File: config.mk
export PLATFORM = sky130hd
export DESIGN_NAME = mux_sel_ram
export DESIGN_NICKNAME = d
export VERILOG_FILES = /design/src/rtl/mux_sel_ram_pkg.sv /design/src/rtl/mux_sel_ram_capture.sv /design/src/rtl/mux_sel_ram_ctrl.sv /design/src/rtl/mux_sel_ram_array.sv /design/src/rtl/mux_sel_ram.sv
export SDC_FILE = /design/constraint.sdc
export NUM_CORES = 1
export LEC_CHECK = 0
export BUFFER_PORTS_ARGS = -buffer_cell sky130_fd_sc_hd__buf_2
export CORE_ASPECT_RATIO = 0.8
export CORE_MARGIN = 2
export CORE_UTILIZATION = 44
export DETAILED_ROUTE_END_ITERATION = 16
export SYNTH_ARGS = -nofsm -noshare
export SYNTH_HDL_FRONTEND = slang
export SYNTH_HIERARCHICAL = 1
export SYNTH_SLANG_ARGS = --single-unit
File: constraint.sdc
create_clock -name clk -period 7.32 [get_ports clk]
set_clock_uncertainty 0.2 [all_clocks]
set_input_delay 1.464 -clock clk [delete_from_list [all_inputs] [get_ports clk]]
set_output_delay 1.464 -clock clk [all_outputs]
set_load 0.02 [all_outputs]
File: src/rtl/mux_sel_ram_pkg.sv
package mux_sel_ram_pkg;

   localparam int unsigned LO_ADDR_W_DEF = 5;
   localparam int unsigned DATA_W_DEF    = 8;

   typedef struct packed {
      logic rd_n;
      logic wr_n;
   } strobe_t;

   function automatic logic strobe_reading(input strobe_t s);
      return (!s.rd_n) && s.wr_n;
   endfunction

   function automatic logic strobe_writing(input strobe_t s);
      return !s.wr_n;
   endfunction

endpackage

File: src/rtl/mux_sel_ram_capture.sv
module mux_sel_ram_capture (
   input  logic clk,
   input  logic rst_n,
   input  logic strobe,
   input  logic pin,
   output logic qual,
   output logic cap
);

   logic strobe_q;
   logic cap_q;
   logic fall;

   assign fall = strobe_q && !strobe;

   always_ff @(posedge clk or negedge rst_n) begin
      if (!rst_n) begin
         strobe_q <= 1'b0;
         cap_q    <= 1'b0;
      end else begin
         strobe_q <= strobe;
         if (fall) begin
            cap_q <= pin;
         end
      end
   end

   assign qual = strobe ? 1'b1 : cap_q;
   assign cap  = cap_q;

endmodule

File: src/rtl/mux_sel_ram_ctrl.sv
module mux_sel_ram_ctrl
   import mux_sel_ram_pkg::*;
(
   input  logic    qual,
   input  logic    cs1,
   input  logic    cs2,
   input  strobe_t stb,
   output logic    sel,
   output logic    we,
   output logic    oe,
   output logic    chain
);

   assign sel   = qual && cs1 && !cs2;
   assign we    = sel && strobe_writing(stb);
   assign oe    = sel && strobe_reading(stb);
   assign chain = sel || stb.rd_n;

endmodule

File: src/rtl/mux_sel_ram_array.sv
module mux_sel_ram_array #(
   parameter int unsigned ADDR_W = 6,
   parameter int unsigned DATA_W = 8
) (
   input  logic              clk,
   input  logic              we,
   input  logic [ADDR_W-1:0] addr,
   input  logic [DATA_W-1:0] wdata,
   output logic [DATA_W-1:0] rdata
);

   localparam int unsigned DEPTH  = 1 << ADDR_W;
   localparam int unsigned FLAT_W = DEPTH * DATA_W;

   generate
      if (ADDR_W < 1 || ADDR_W > 10) begin : g_bad_addr
         $error("mux_sel_ram_array: ADDR_W out of range");
      end
      if (DATA_W < 1) begin : g_bad_data
         $error("mux_sel_ram_array: DATA_W must be positive");
      end
   endgenerate

   logic [FLAT_W-1:0] flat;

   genvar gi;
   generate
      for (gi = 0; gi < DEPTH; gi++) begin : g_word
         logic [DATA_W-1:0] word_q;
         logic              hit;
         assign hit = we && (addr == ADDR_W'(gi));
         always_ff @(posedge clk) begin
            if (hit) begin
               word_q <= wdata;
            end
         end
         assign flat[gi*DATA_W +: DATA_W] = word_q;
      end
   endgenerate

   assign rdata = flat[addr*DATA_W +: DATA_W];

endmodule

File: src/rtl/mux_sel_ram.sv
module mux_sel_ram
   import mux_sel_ram_pkg::*;
#(
   parameter int unsigned LO_ADDR_W = LO_ADDR_W_DEF,
   parameter int unsigned DATA_W    = DATA_W_DEF
) (
   input  logic                 clk,
   input  logic                 rst_n,
   input  logic [LO_ADDR_W-1:0] addr_lo,
   input  logic                 sel_a5,
   input  logic                 astb,
   input  logic                 cs1,
   input  logic                 cs2,
   input  logic                 rd_n,
   input  logic                 wr_n,
   input  logic [DATA_W-1:0]    din,
   output logic [DATA_W-1:0]    dout,
   output logic                 doe,
   output logic                 chain_en
);

   localparam int unsigned ADDR_W = LO_ADDR_W + 1;

   generate
      if (LO_ADDR_W < 1) begin : g_bad_lo
         $error("mux_sel_ram: LO_ADDR_W must be positive");
      end
   endgenerate

   logic              qual;
   logic              sel_cap;
   logic              sel;
   logic              we;
   logic              oe;
   logic [ADDR_W-1:0] addr;
   logic [DATA_W-1:0] rdata;
   strobe_t           stb;

   assign addr     = {sel_a5, addr_lo};
   assign stb.rd_n = rd_n;
   assign stb.wr_n = wr_n;

   mux_sel_ram_capture u_cap (
      .clk    (clk),
      .rst_n  (rst_n),
      .strobe (astb),
      .pin    (sel_a5),
      .qual   (qual),
      .cap    (sel_cap)
   );

   mux_sel_ram_ctrl u_ctrl (
      .qual  (qual),
      .cs1   (cs1),
      .cs2   (cs2),
      .stb   (stb),
      .sel   (sel),
      .we    (we),
      .oe    (oe),
      .chain (chain_en)
   );

   mux_sel_ram_array #(
      .ADDR_W (ADDR_W),
      .DATA_W (DATA_W)
   ) u_mem (
      .clk   (clk),
      .we    (we),
      .addr  (addr),
      .wdata (din),
      .rdata (rdata)
   );

   assign doe  = oe;
   assign dout = oe ? rdata : '0;

   logic unused_sel;
   assign unused_sel = sel;

endmodule

* Word level (Yosys, flattened, before mapping)
Index checks and enable logic that the tools add are counted.
** Word-level totals
- Input bits :: 21
- Bits in writable memories :: 0
- Output and inout bits :: 10
- Bits in registers :: 514
- Bits in latches :: 0
- Memories kept :: 0
- Memory bits (read-only) :: 0
** Cells by class
- Reduce and logical (&&, ||, !) cells :: 76
- Magnitude comparators :: 0
- Div/mod/pow operators :: 0
- Mux-type cells :: 2
- Equal/unequal tests :: 63
- Bitwise logic cells :: 0
- Multipliers :: 0
- Shift-type cells :: 1
- Add/subtract/negate cells :: 0
** Operators with widths (count)
- indexed part select 512 x 10 -> 8 bit :: 1
- equality test 6 bit (second input constant) :: 32
- equality test 6 x 5 -> 1 bit (second input constant) :: 16
- logical AND 1 bit :: 70
- equality test 6 x 4 -> 1 bit (second input constant) :: 8
- equality test 6 x 3 -> 1 bit (second input constant) :: 4
- equality test 6 x 2 -> 1 bit (second input constant) :: 2
- two-way mux 8 bit :: 1
- equality test 6 x 1 -> 1 bit (second input constant) :: 1
- logical NOT 6 bit :: 1
- logical NOT 1 bit :: 4
- logical OR 1 bit :: 1
- two-way mux 1 bit :: 1

* Logic depth before layout (Yosys ltp)
- Depth in word-level cells :: 5
- Depth in mapped cells :: 8

* Cells and area by module
The synthesis kept the hierarchy.
** By module, submodules not included
- mux_sel_ram_array :: sequential area each 15374.7 µm², times used 1, area each 19645.1 µm², cells each 894
- mux_sel_ram_capture :: sequential area each 50.0 µm², times used 1, area each 77.6 µm², cells each 5
- mux_sel_ram :: sequential area each 0.0 µm², times used 1, area each 50.0 µm², cells each 8
- mux_sel_ram_ctrl :: sequential area each 0.0 µm², times used 1, area each 46.3 µm², cells each 5

* Worst setup path after synthesis
No wires, ideal clock.
- Path type :: input port to output port
- From :: in addr_lo[1]
- To :: out dout[0]
- Path slack :: 2.157 ns
- Data required time :: 5.656 ns
- Path buffers :: 3
- Data arrival time :: 3.499 ns
- Stages on the path :: 8
- Path through :: buf_2 > clkbuf_1 > buf_1 > mux4_2 > a22oi_1 > a21oi_1 > or4_1 > and2_1
** Between the ends
- Cells in the longest elaborated chain, start to end :: 2
** RTL lines
- from (decl) :: line mux_sel_ram.sv:9 : input logic [LO_ADDR_W-1:0] addr_lo,
- indexed part select 512 x 10 -> 8 bit :: line mux_sel_ram_array.sv:41 : assign rdata = flat[addr*DATA_W +: DATA_W];
- via rdata[0] :: line mux_sel_ram.sv:36 : logic [DATA_W-1:0] rdata;
- two-way mux 8 bit :: line mux_sel_ram.sv:75 : assign dout = oe ? rdata : '0;
- to (decl) :: line mux_sel_ram.sv:17 : output logic [DATA_W-1:0] dout,
The timed path passes the listed nets, and every way through them passes these cells.

* Final worst setup path
- From :: in addr_lo[0]
- To :: out dout[4]
Same word-level chain as after synthesis.

==> results.json <==
{
  "final.hold.worst_slack_ns": 0.3193,
  "max_cap_violations": 0,
  "port_buffers": 30,
  "cts_tree": "yes",
  "clk_root_buffer_cell": "sky130_fd_sc_hd__clkbuf_16",
  "postCtsHoldBufs": 0,
  "drt_iter0_markers": 1073,
  "drtAntennaViolNets": 0,
  "dp_worst_setup_slack_ns": 1.108,
  "drt_drc_violations_left": 0,
  "via_count": 9400,
  "h_tree_levels": 2,
  "initial_utilization_pct": 44.57,
  "die_width_microns": 241.3,
  "vdd.ir_drop.worst_mv": 0.2479,
  "pwr_density_cell_nw_per_um2": 267.6,
  "post_drt_via_cell_ratio": 5.897,
  "setup.worst_path.start_class": "primary input",
  "clock_transition_time_at_the_flip_flop_clock_pins_of_the_worst_setup_and_hold_paths_ns": 0.06,
  "vias_in_the_first_global_route": 9278,
  "crit_chain": "buf_8 -> buf_12 -> mux4_2 -> a22oi_1 -> a21oi_1 -> or4_1 -> and2_1 -> buf_2",
  "postSynthCellCount": 911,
  "timing_hold_violations_final": 0,
  "totalWireLength_mm": 43.87,
  "pin_count_of_the_biggest_net_entering_global_routing": 85,
  "gr_util_all_layers_pct": 19.06,
  "num_io_pins": 31,
  "final.setup.tns_ns": 0,
  "critical-path-top-delay-family": "buffers and inverters",
  "syn-mean-instance-area_sq_um": 21.75,
  "layout.cells.non_filler": 1594,
  "die_height_microns": 193.8,
  "final_critical_path_setup_slack_ns": 1.158,
  "status": "finished, final reports clean",
  "power.leakage_nw": 6.746,
  "timing_worst_setup_path_type": "in2out",
  "cts_setup_buffers": 0,
  "drt-wirelength-per-cell_microns": 27.52,
  "timing.critical_path.arrival_ns": 4.50,
  "gp_weighted_congestion": 0.7812,
  "syn-num-nets": 932,
  "numPlacedInstances": 1509,
  "slowest_stage": "sky130_fd_sc_hd__buf_8",
  "measured_slew_at_the_worst_slew_check_pin_ns": 1.225,
  "global_route.overflow_total": 0,
  "setup_viol": 0,
  "drt_pass1_iterations": 5,
  "crit_path_end_kind": "output port",
  "biggest_fanout_along_the_worst_timing_path": 82,
  "die_area_sq_um": 46760,
  "syn_area_sq_um": 19820,
  "design.core.area_sq_um": 44460,
  "totalPowerFinal_mw": 5.931,
  "critical_path_rt_ns": 5.66,
  "top_signal_layer_used": "met4",
  "floorplan.rows": 69,
  "worstHoldPathType": "reg2reg",
  "cts_num_sinks": 514,
  "yosys_warning_total": 6,
  "dp_hpwl_mm": 25.60,
  "final_period_minus_worst_setup_slack_ns": 6.162,
  "grt_antenna_before_repair": 1,
  "most-common-layout-cells": "512 x sky130_fd_sc_hd__edfxtp_1, 128 x sky130_fd_sc_hd__mux4_2, 64 x sky130_fd_sc_hd__a22oi_1",
  "finalMaxSlewViolations": 0,
  "area_growth_pct": 11.86,
  "met3_length_mm": 3.471,
  "mostFrequentLayoutCell": "sky130_fd_sc_hd__edfxtp_1",
  "ctsResizeCount": 0,
  "met2RoutedLength_mm": 19.29,
  "cts_buffers": 48,
  "global_route_wire_length_before_repair_mm": 64.21,
  "cts_buffer_depth": 3,
  "clock_latency_ns": 0.54,
  "final_layout_size_suffix_gt1_share_pct": 25.53,
  "diodes": 0,
  "critPathBufInv": 3,
  "unrepaired_setup_endpoints_after_global_routing": "no",
  "design.final.nets": 977,
  "maximum_achievable_frequency_ghz": 0.1623,
  "post-route-period-util_pct": 84.18,
  "route.layer.met1.wl_mm": 20.33,
  "critical-path-max-stage-delay_ns": 0.67,
  "relSlewSlack_pct": 18.36
}
flip-flops by register name, indices dropped and copies added (netlist names):
| signal | flops |
|---|---|
| u_cap/cap | 1 |
| u_mem/g_word.word_q | 512 |
| u_cap/strobe_q | 1 |
metal layers:
layer,vias to the layer above,GRT usage [%]
met1,5052,30.82
met5,-,0
met2,367,26.77
met3,57,3.744
li1,3924,-
met4,0,4.275
metrics by stage:
step / utilization [%] / area (sq um)
global placement: 46.46 / 20650
finish: 49.85 / 22170
global route: 49.85 / 22170
floorplan: - / 19820
CTS: 49.85 / 22170
detailed placement: 46.46 / 20650
where the power goes:
part	switching, mW	internal [mW]	total (mW)	leakage, nW
registers	0.00101	3.24	3.24	4.62
clock network	1.02	1.40	2.42	0.738
logic	0.175	0.0957	0.270	1.38
total	1.20	4.73	5.93	6.75
area by class of cell:
class	instances	area (sq um)
Sequential cell	514	15420
Timing Repair Buffer	50	341.6
Fill cell	3582	22300
Multi-Input combinational cell	342	4134
Clock buffer	58	1260
Tap cell	603	754.5
Clock inverter	27	250.2
final timing paths:
check | slack (ns) | end | cells after the start | startpoint
worst min-delay path | 0.32 | u_cap/cap | 1 | u_cap/cap
worst min register to register | 0.32 | u_cap/cap | 1 | u_cap/cap
max in group asynchronous | 6.33 | u_cap/cap | 1 | rst_n
worst max register to register | 4.23 | u_mem/g_word[35].word_q[1] | 5 | u_cap/cap
min in group asynchronous | 0.49 | u_cap/strobe_q | 1 | rst_n
worst max-delay path | 1.16 | dout[4] | 8 | addr_lo[0]
Power figures use the tool's default switching activity.
